<file path="config.mk">
export PLATFORM = sky130hd
export DESIGN_NAME = supply_fault_sup
export DESIGN_NICKNAME = d
export VERILOG_FILES = /design/src/rtl/sfs_pkg.sv /design/src/rtl/sfs_tick.sv /design/src/rtl/sfs_qual.sv /design/src/rtl/supply_fault_sup.sv
export SDC_FILE = /design/constraint.sdc
export NUM_CORES = 1
export LEC_CHECK = 0
export BUFFER_PORTS_ARGS = -buffer_cell sky130_fd_sc_hd__buf_2
export CORE_ASPECT_RATIO = 2
export CORE_MARGIN = 2
export CORE_UTILIZATION = 35
export CTS_CLUSTER_DIAMETER = 150
export DETAILED_ROUTE_END_ITERATION = 12
export PLACE_DENSITY = 0.51
export SLEW_MARGIN = 30
export SYNTH_ARGS = -nofsm -noshare
export SYNTH_HDL_FRONTEND = slang
export SYNTH_HIERARCHICAL = 1
export SYNTH_SLANG_ARGS = --single-unit
</file>
<file path="constraint.sdc">
create_clock -name clk_i -period 4.35 [get_ports clk_i]
set_input_delay 0.435 -clock clk_i [delete_from_list [all_inputs] [get_ports clk_i]]
set_output_delay 0.435 -clock clk_i [all_outputs]
set_load 0.01 [all_outputs]
</file>
<file path="src/rtl/sfs_pkg.sv">
package sfs_pkg;
  localparam logic [2:0] MODE_BAT_LO = 3'd2;
  localparam logic [2:0] MODE_BAT_HI = 3'd6;

  // qualifier slot order
  localparam int Q_UV  = 0;
  localparam int Q_OV  = 1;
  localparam int Q_LD  = 2;
  localparam int Q_CP  = 3;
  localparam int Q_BAT = 4;
  localparam int Q_OVN = 5;
  localparam int NQ    = 6;

  typedef struct packed {
    logic uv;
    logic ov;
    logic bat;
    logic cp;
    logic ot;
  } sfs_flags_t;
endpackage

</file>
<file path="src/rtl/sfs_tick.sv">
module sfs_tick #(
  parameter int DIV = 4
) (
  input  logic clk_i,
  input  logic rst_ni,
  output logic tick_o
);
  generate
    if (DIV <= 1) begin : g_pass
      assign tick_o = 1'b1;
    end else begin : g_div
      localparam int CW = $clog2(DIV);
      logic [CW-1:0] cnt_q;
      always_ff @(posedge clk_i or negedge rst_ni) begin
        if (!rst_ni) cnt_q <= '0;
        else if (cnt_q == CW'(DIV - 1)) cnt_q <= '0;
        else cnt_q <= cnt_q + 1'b1;
      end
      assign tick_o = (cnt_q == CW'(DIV - 1));
    end
  endgenerate
endmodule

</file>
<file path="src/rtl/sfs_qual.sv">
module sfs_qual #(
  parameter int LIMIT = 8
) (
  input  logic clk_i,
  input  logic rst_ni,
  input  logic tick_i,
  input  logic in_i,
  output logic q_o
);
  localparam int W = $clog2(LIMIT + 1);
  logic [W-1:0] cnt_q;

  always_ff @(posedge clk_i or negedge rst_ni) begin
    if (!rst_ni) begin
      cnt_q <= '0;
      q_o   <= 1'b0;
    end else if (!in_i) begin
      cnt_q <= '0;
      q_o   <= 1'b0;
    end else if (tick_i && !q_o) begin
      if (cnt_q == W'(LIMIT - 1)) q_o <= 1'b1;
      else cnt_q <= cnt_q + 1'b1;
    end
  end

  p_drop_clears_r9: assert property (@(posedge clk_i) disable iff (!rst_ni)
    !in_i |=> !q_o);
  p_rise_needs_input_r9: assert property (@(posedge clk_i) disable iff (!rst_ni)
    $rose(q_o) |-> $past(in_i));
endmodule

</file>
<file path="src/rtl/supply_fault_sup.sv">
module supply_fault_sup
  import sfs_pkg::*;
#(
  parameter int TICK_DIV  = 4,
  parameter int SUP_TICKS = 1500,
  parameter int LD_TICKS  = 10,
  parameter int CP_TICKS  = 600,
  parameter int BAT_TICKS = 500
) (
  input  logic       clk_i,
  input  logic       rst_ni,
  input  logic [2:0] mode_i,
  input  logic       on_cmd_i,
  input  logic       uv_i,
  input  logic       ov_i,
  input  logic       ld_i,
  input  logic       ol_low_i,
  input  logic       bat_uv_i,
  input  logic       cp_uv_i,
  input  logic       ot_i,
  output logic       force_off_o,
  output logic       force_on_o,
  output logic       ol_mask_o,
  output logic       uv_flag_o,
  output logic       ov_flag_o,
  output logic       bat_flag_o,
  output logic       cp_flag_o,
  output logic       ot_flag_o
);
  localparam int LIM [NQ] = '{SUP_TICKS, SUP_TICKS, LD_TICKS, CP_TICKS, BAT_TICKS, SUP_TICKS};

  logic          tick;
  logic [NQ-1:0] qin, qual;
  logic          bat_mode_ok;
  logic          ld_act_q, cp_lat_q, ot_q, olm_q;
  sfs_flags_t    flags;

  sfs_tick #(.DIV(TICK_DIV)) u_tick (.clk_i(clk_i), .rst_ni(rst_ni), .tick_o(tick));

  assign bat_mode_ok = (mode_i >= MODE_BAT_LO) && (mode_i <= MODE_BAT_HI);

  assign qin[Q_UV]  = uv_i;
  assign qin[Q_OV]  = ov_i;
  assign qin[Q_LD]  = ld_i;
  assign qin[Q_CP]  = cp_uv_i;
  assign qin[Q_BAT] = bat_uv_i & bat_mode_ok;
  assign qin[Q_OVN] = ~ov_i;   // overvoltage-absent qualifier for load-dump release

  generate
    for (genvar g = 0; g < NQ; g++) begin : g_qual
      sfs_qual #(.LIMIT(LIM[g])) u_qual (
        .clk_i (clk_i),
        .rst_ni(rst_ni),
        .tick_i(tick),
        .in_i  (qin[g]),
        .q_o   (qual[g])
      );
    end
  endgenerate

  always_ff @(posedge clk_i or negedge rst_ni) begin
    if (!rst_ni) begin
      ld_act_q <= 1'b0;
      cp_lat_q <= 1'b0;
      ot_q     <= 1'b0;
      olm_q    <= 1'b0;
    end else begin
      if (qual[Q_LD]) ld_act_q <= 1'b1;
      else if (qual[Q_OVN]) ld_act_q <= 1'b0;
      if (qual[Q_CP]) cp_lat_q <= 1'b1;     // set wins over command
      else if (on_cmd_i) cp_lat_q <= 1'b0;
      ot_q  <= ot_i;
      olm_q <= ol_low_i;
    end
  end

  assign flags.uv  = qual[Q_UV];
  assign flags.ov  = qual[Q_OV];
  assign flags.bat = qual[Q_BAT];
  assign flags.cp  = cp_lat_q;
  assign flags.ot  = ot_q;

  assign force_on_o  = ld_act_q;
  assign force_off_o = !ld_act_q && (flags.uv || flags.ov || flags.cp || flags.ot);
  assign ol_mask_o   = olm_q;
  assign uv_flag_o   = flags.uv;
  assign ov_flag_o   = flags.ov;
  assign bat_flag_o  = flags.bat;
  assign cp_flag_o   = flags.cp;
  assign ot_flag_o   = flags.ot;

  p_on_needs_ld_r3: assert property (@(posedge clk_i) disable iff (!rst_ni)
    $rose(force_on_o) |-> $past(ld_i));
  p_ld_hold_r4: assert property (@(posedge clk_i) disable iff (!rst_ni)
    (force_on_o && $past(ov_i)) |=> force_on_o);
  p_cp_hold_r5: assert property (@(posedge clk_i) disable iff (!rst_ni)
    (cp_flag_o && !on_cmd_i) |=> cp_flag_o);
  p_bat_mode_r6: assert property (@(posedge clk_i) disable iff (!rst_ni)
    !((mode_i >= MODE_BAT_LO) && (mode_i <= MODE_BAT_HI)) |=> !bat_flag_o);
  p_ot_off_r7: assert property (@(posedge clk_i) disable iff (!rst_ni)
    (ot_i && !ld_act_q && !$rose(ld_act_q)) |=> (force_off_o || force_on_o));
endmodule

</file>
==> metrics.cfg <==
[outcome]
status = finished, final reports clean

[critical_path]
setup.worst_path.class = reg2reg
reg2reg_slack_ps = 2130
slowest_delay_ps = 730
worstPathArrival_ps = 2480
critPathLaunchType = flop
critPathTopFamily = simple AND/OR/NAND/NOR gates
end_kind = flop
required_ps = 4610
cp_max_fo = 21
slowest_stage = ha_1
crit_chain = ha_1 > nand4b_2 > or4_1 > a21oi_1
path_buf_inv = 0

[cts]
clkTransAtPathRegs_ps = 60
cts_resized = 0
post_cts_buffers = 0
clockBufferDepth = 2
cts_buffers = 9
htreeDepth = 3
cts_root_buf = clkbuf_16
hold_buffers = 0
clk_latency_ps = 330
cts.sinks = 68
cts_tree = done

[timing]
finalSetupTns_ps = 0
hold_slack_ps = 79.7
hold_viol = 0
fin_skew_ps = 5.65
relSlewSlack_pct = 42.2
fin_crit_sh_pct = 51.1
clock.fmax_mhz = 450
rsz0062_at_grt = no
timing_max_transition_violations_final = 0
setup_viol = 0
worstMarginPinSlew_ps = 867
final.min_clock_period_ps = 2220

[detailed_routing]
vias = 2898
vias_per_cell = 5.42
ant_nets = 0
dr.pass1.iters = 4
wl_per_cell_microns = 14.6
drc_errors = 0
routed_wl_microns = 7800
drtIter0Drc = 115

[synth]
yosysMostFrequentCell = dfrtp_1
synthArstFlopShare_pct = 100
synth_cell_type_count = 52
netlist_instances = 368
synth_commonest_cells = 68 x dfrtp_1, 38 x nand2_1, 30 x a21oi_1, 20 x inv_1, 17 x o21ai_0
syn_area_sq_um = 3650
yosysSeqAreaShare_pct = 46.7
yosysWarnings = 6
synth-edff-count = 0
synth-seq-cells = 68
synth_top_area_cell = dfrtp_1
synth_top_cell_area_share_pct = 46.7
synthTopCellsByArea = dfrtp_1 47%, a21oi_1 4.1%, mux2i_1 4.1%, nand2_1 3.9%, ha_1 2.7%
avgSynthCellArea_sq_um = 9.91
synth_fp_nets = 389
yosys_most_used_dff = dfrtp_1

[pwr]
combPwrFrac_pct = 3.7
p_sw_uw = 310
peakVddDrop_mv = 0.217
pwr-share-seq_pct = 46.2
p_int_uw = 1090
leakage_uw = 0.00176
pwr-share-clk_pct = 50.1
power_uw = 1400
power_density_nw_per_um2 = 333
switching_share_pct = 22.2

[die]
die_x_microns = 76.2
start_util_pct = 35.9
core_sq_um = 10100
io_pins = 21
num_rows = 52
die_height_microns = 148
dieArea_sq_um = 11300

[global_route]
grtUsageMet2_pct = 28.5
busiest_layer = met2
grt_use_total_pct = 15.1
use_met1_pct = 15.7
grt_max_degree = 39
grt_antenna_before_repair = 0
grt_pass1_vias = 3033
grt_pass1_wl_microns = 13800
met3_usage_pct = 3.40
overflow = 0

[placement]
port_buffers = 20
gp_congestion = 0.734
dp.cells = 519
dpl.hpwl_microns = 5670

[worst_hold_path]
hp-class = in2async

[cells_and_area]
fin_nets = 416
final_layout_size_suffix_gt1_share_pct = 12.8
utilization_pct = 41.3
fillers = 1031
final_cells = 535
diodes = 0
area_growth_pct = 15.1

[job]
cap_violations = 0

-- per-layer routing --
layer | up-vias | wire (microns)
met5 | - | 0
met2 | 35 | 4250
met3 | 10 | 177
met4 | 0 | 164
li1 | 1430 | -
met1 | 1423 | 3210
-- state kept, by name, summed over array words and instances (netlist names) --
name / flops
g_qual.u_qual/cnt_q: 56
g_qual.u_qual/q_o: 6
u_tick/g_div.cnt_q: 2
cp_flag_o: 1
force_on_o: 1
ol_mask_o: 1
ot_flag_o: 1
-- power groups by stage --
stage	Clock, uW	Sequential (uW)	Combinational (uW)
floorplan	0	656	22.7
CTS	724	645	54.2
finish	699	645	51.9
global route	755	645	60.2
detailed placement	0	656	54.1
global placement	0	656	53.5
-- worst register-to-register path: cells and delay by family, from the launching register on --
family / cells / cell delay [ps]
fa+ha+maj: 1 / 730
compound gates: 1 / 150
simple gates: 2 / 930
flops: 1 / 350
-- layout by cell type (no fill, tap or decap), types with 4 or more instances in the layout --
master and instances:
dfrtp_1 68, nand2_1 38, a21oi_1 30, inv_1 20
buf_2 19, o21ai_0 17, nand2b_1 16, mux2i_1 15
or3_1 15, nor2_1 13, nand3_1 12, nor4_1 10
clkbuf_16 9, o31ai_1 9, or4_1 8, nand3b_1 8
ha_1 8, a31oi_1 5, nand3_2 4, nand4b_2 4
and3_1 4, nor3b_1 4, and2_1 4, nand4_1 4
a41oi_1 4, xnor2_1 4
-- kinds of logic after synthesis --
logic type	after synthesis	share of synthesized area [%]
buffers and inverters	27	2.88
and+or+nand+nor	161	27.4
DFF	68	46.7
xor gates and xnor gates	6	1.44
adders and majority gates	8	2.75
AOI/OAI and AO/OA	83	14.7
muxes	15	4.12
-- metrics by stage --
step | setup WS, ps | area, sq um
2_1_floorplan | 2420 | 3650
3_3_place_gp | 2200 | 3900
3_5_place_dp | 2150 | 3900
4_1_cts | 2130 | 4190
5_1_grt | 1950 | 4200
6_report | 2130 | 4200
-- worst paths after layout --
| path | start | end | cells after the start |
|---|---|---|---|
| worst max-delay path | u_tick/g_div.cnt_q[0]$_DFF_PN0_ | g_qual[1].u_qual/cnt_q[8]$_DFFE_PN0P_ | 4 |
| worst min-delay path | rst_ni | g_qual[1].u_qual/cnt_q[10]$_DFFE_PN0P_ | 1 |
| worst max register to register | u_tick/g_div.cnt_q[0]$_DFF_PN0_ | g_qual[1].u_qual/cnt_q[8]$_DFFE_PN0P_ | 4 |
| worst min register to register | u_tick/g_div.cnt_q[0]$_DFF_PN0_ | u_tick/g_div.cnt_q[0]$_DFF_PN0_ | 1 |
| max in group asynchronous | rst_ni | g_qual[1].u_qual/cnt_q[1]$_DFFE_PN0P_ | 2 |
| min in group clk_i | ol_low_i | ol_mask_o$_DFF_PN0_ | 1 |
-- area by class of cell --
class / count / area (sq um) / area share [%]
clock buffer: 13 / 270 / 6.44
clock inverter: 3 / 20.0 / 0.477
inverter: 21 / 78.8 / 1.88
multi-input combinational: 273 / 1840 / 43.8
sequential: 68 / 1700 / 40.5
tap: 135 / 169 / 4.03
timing repair buffer: 22 / 118 / 2.80
(Power assumes the default switching activity.)
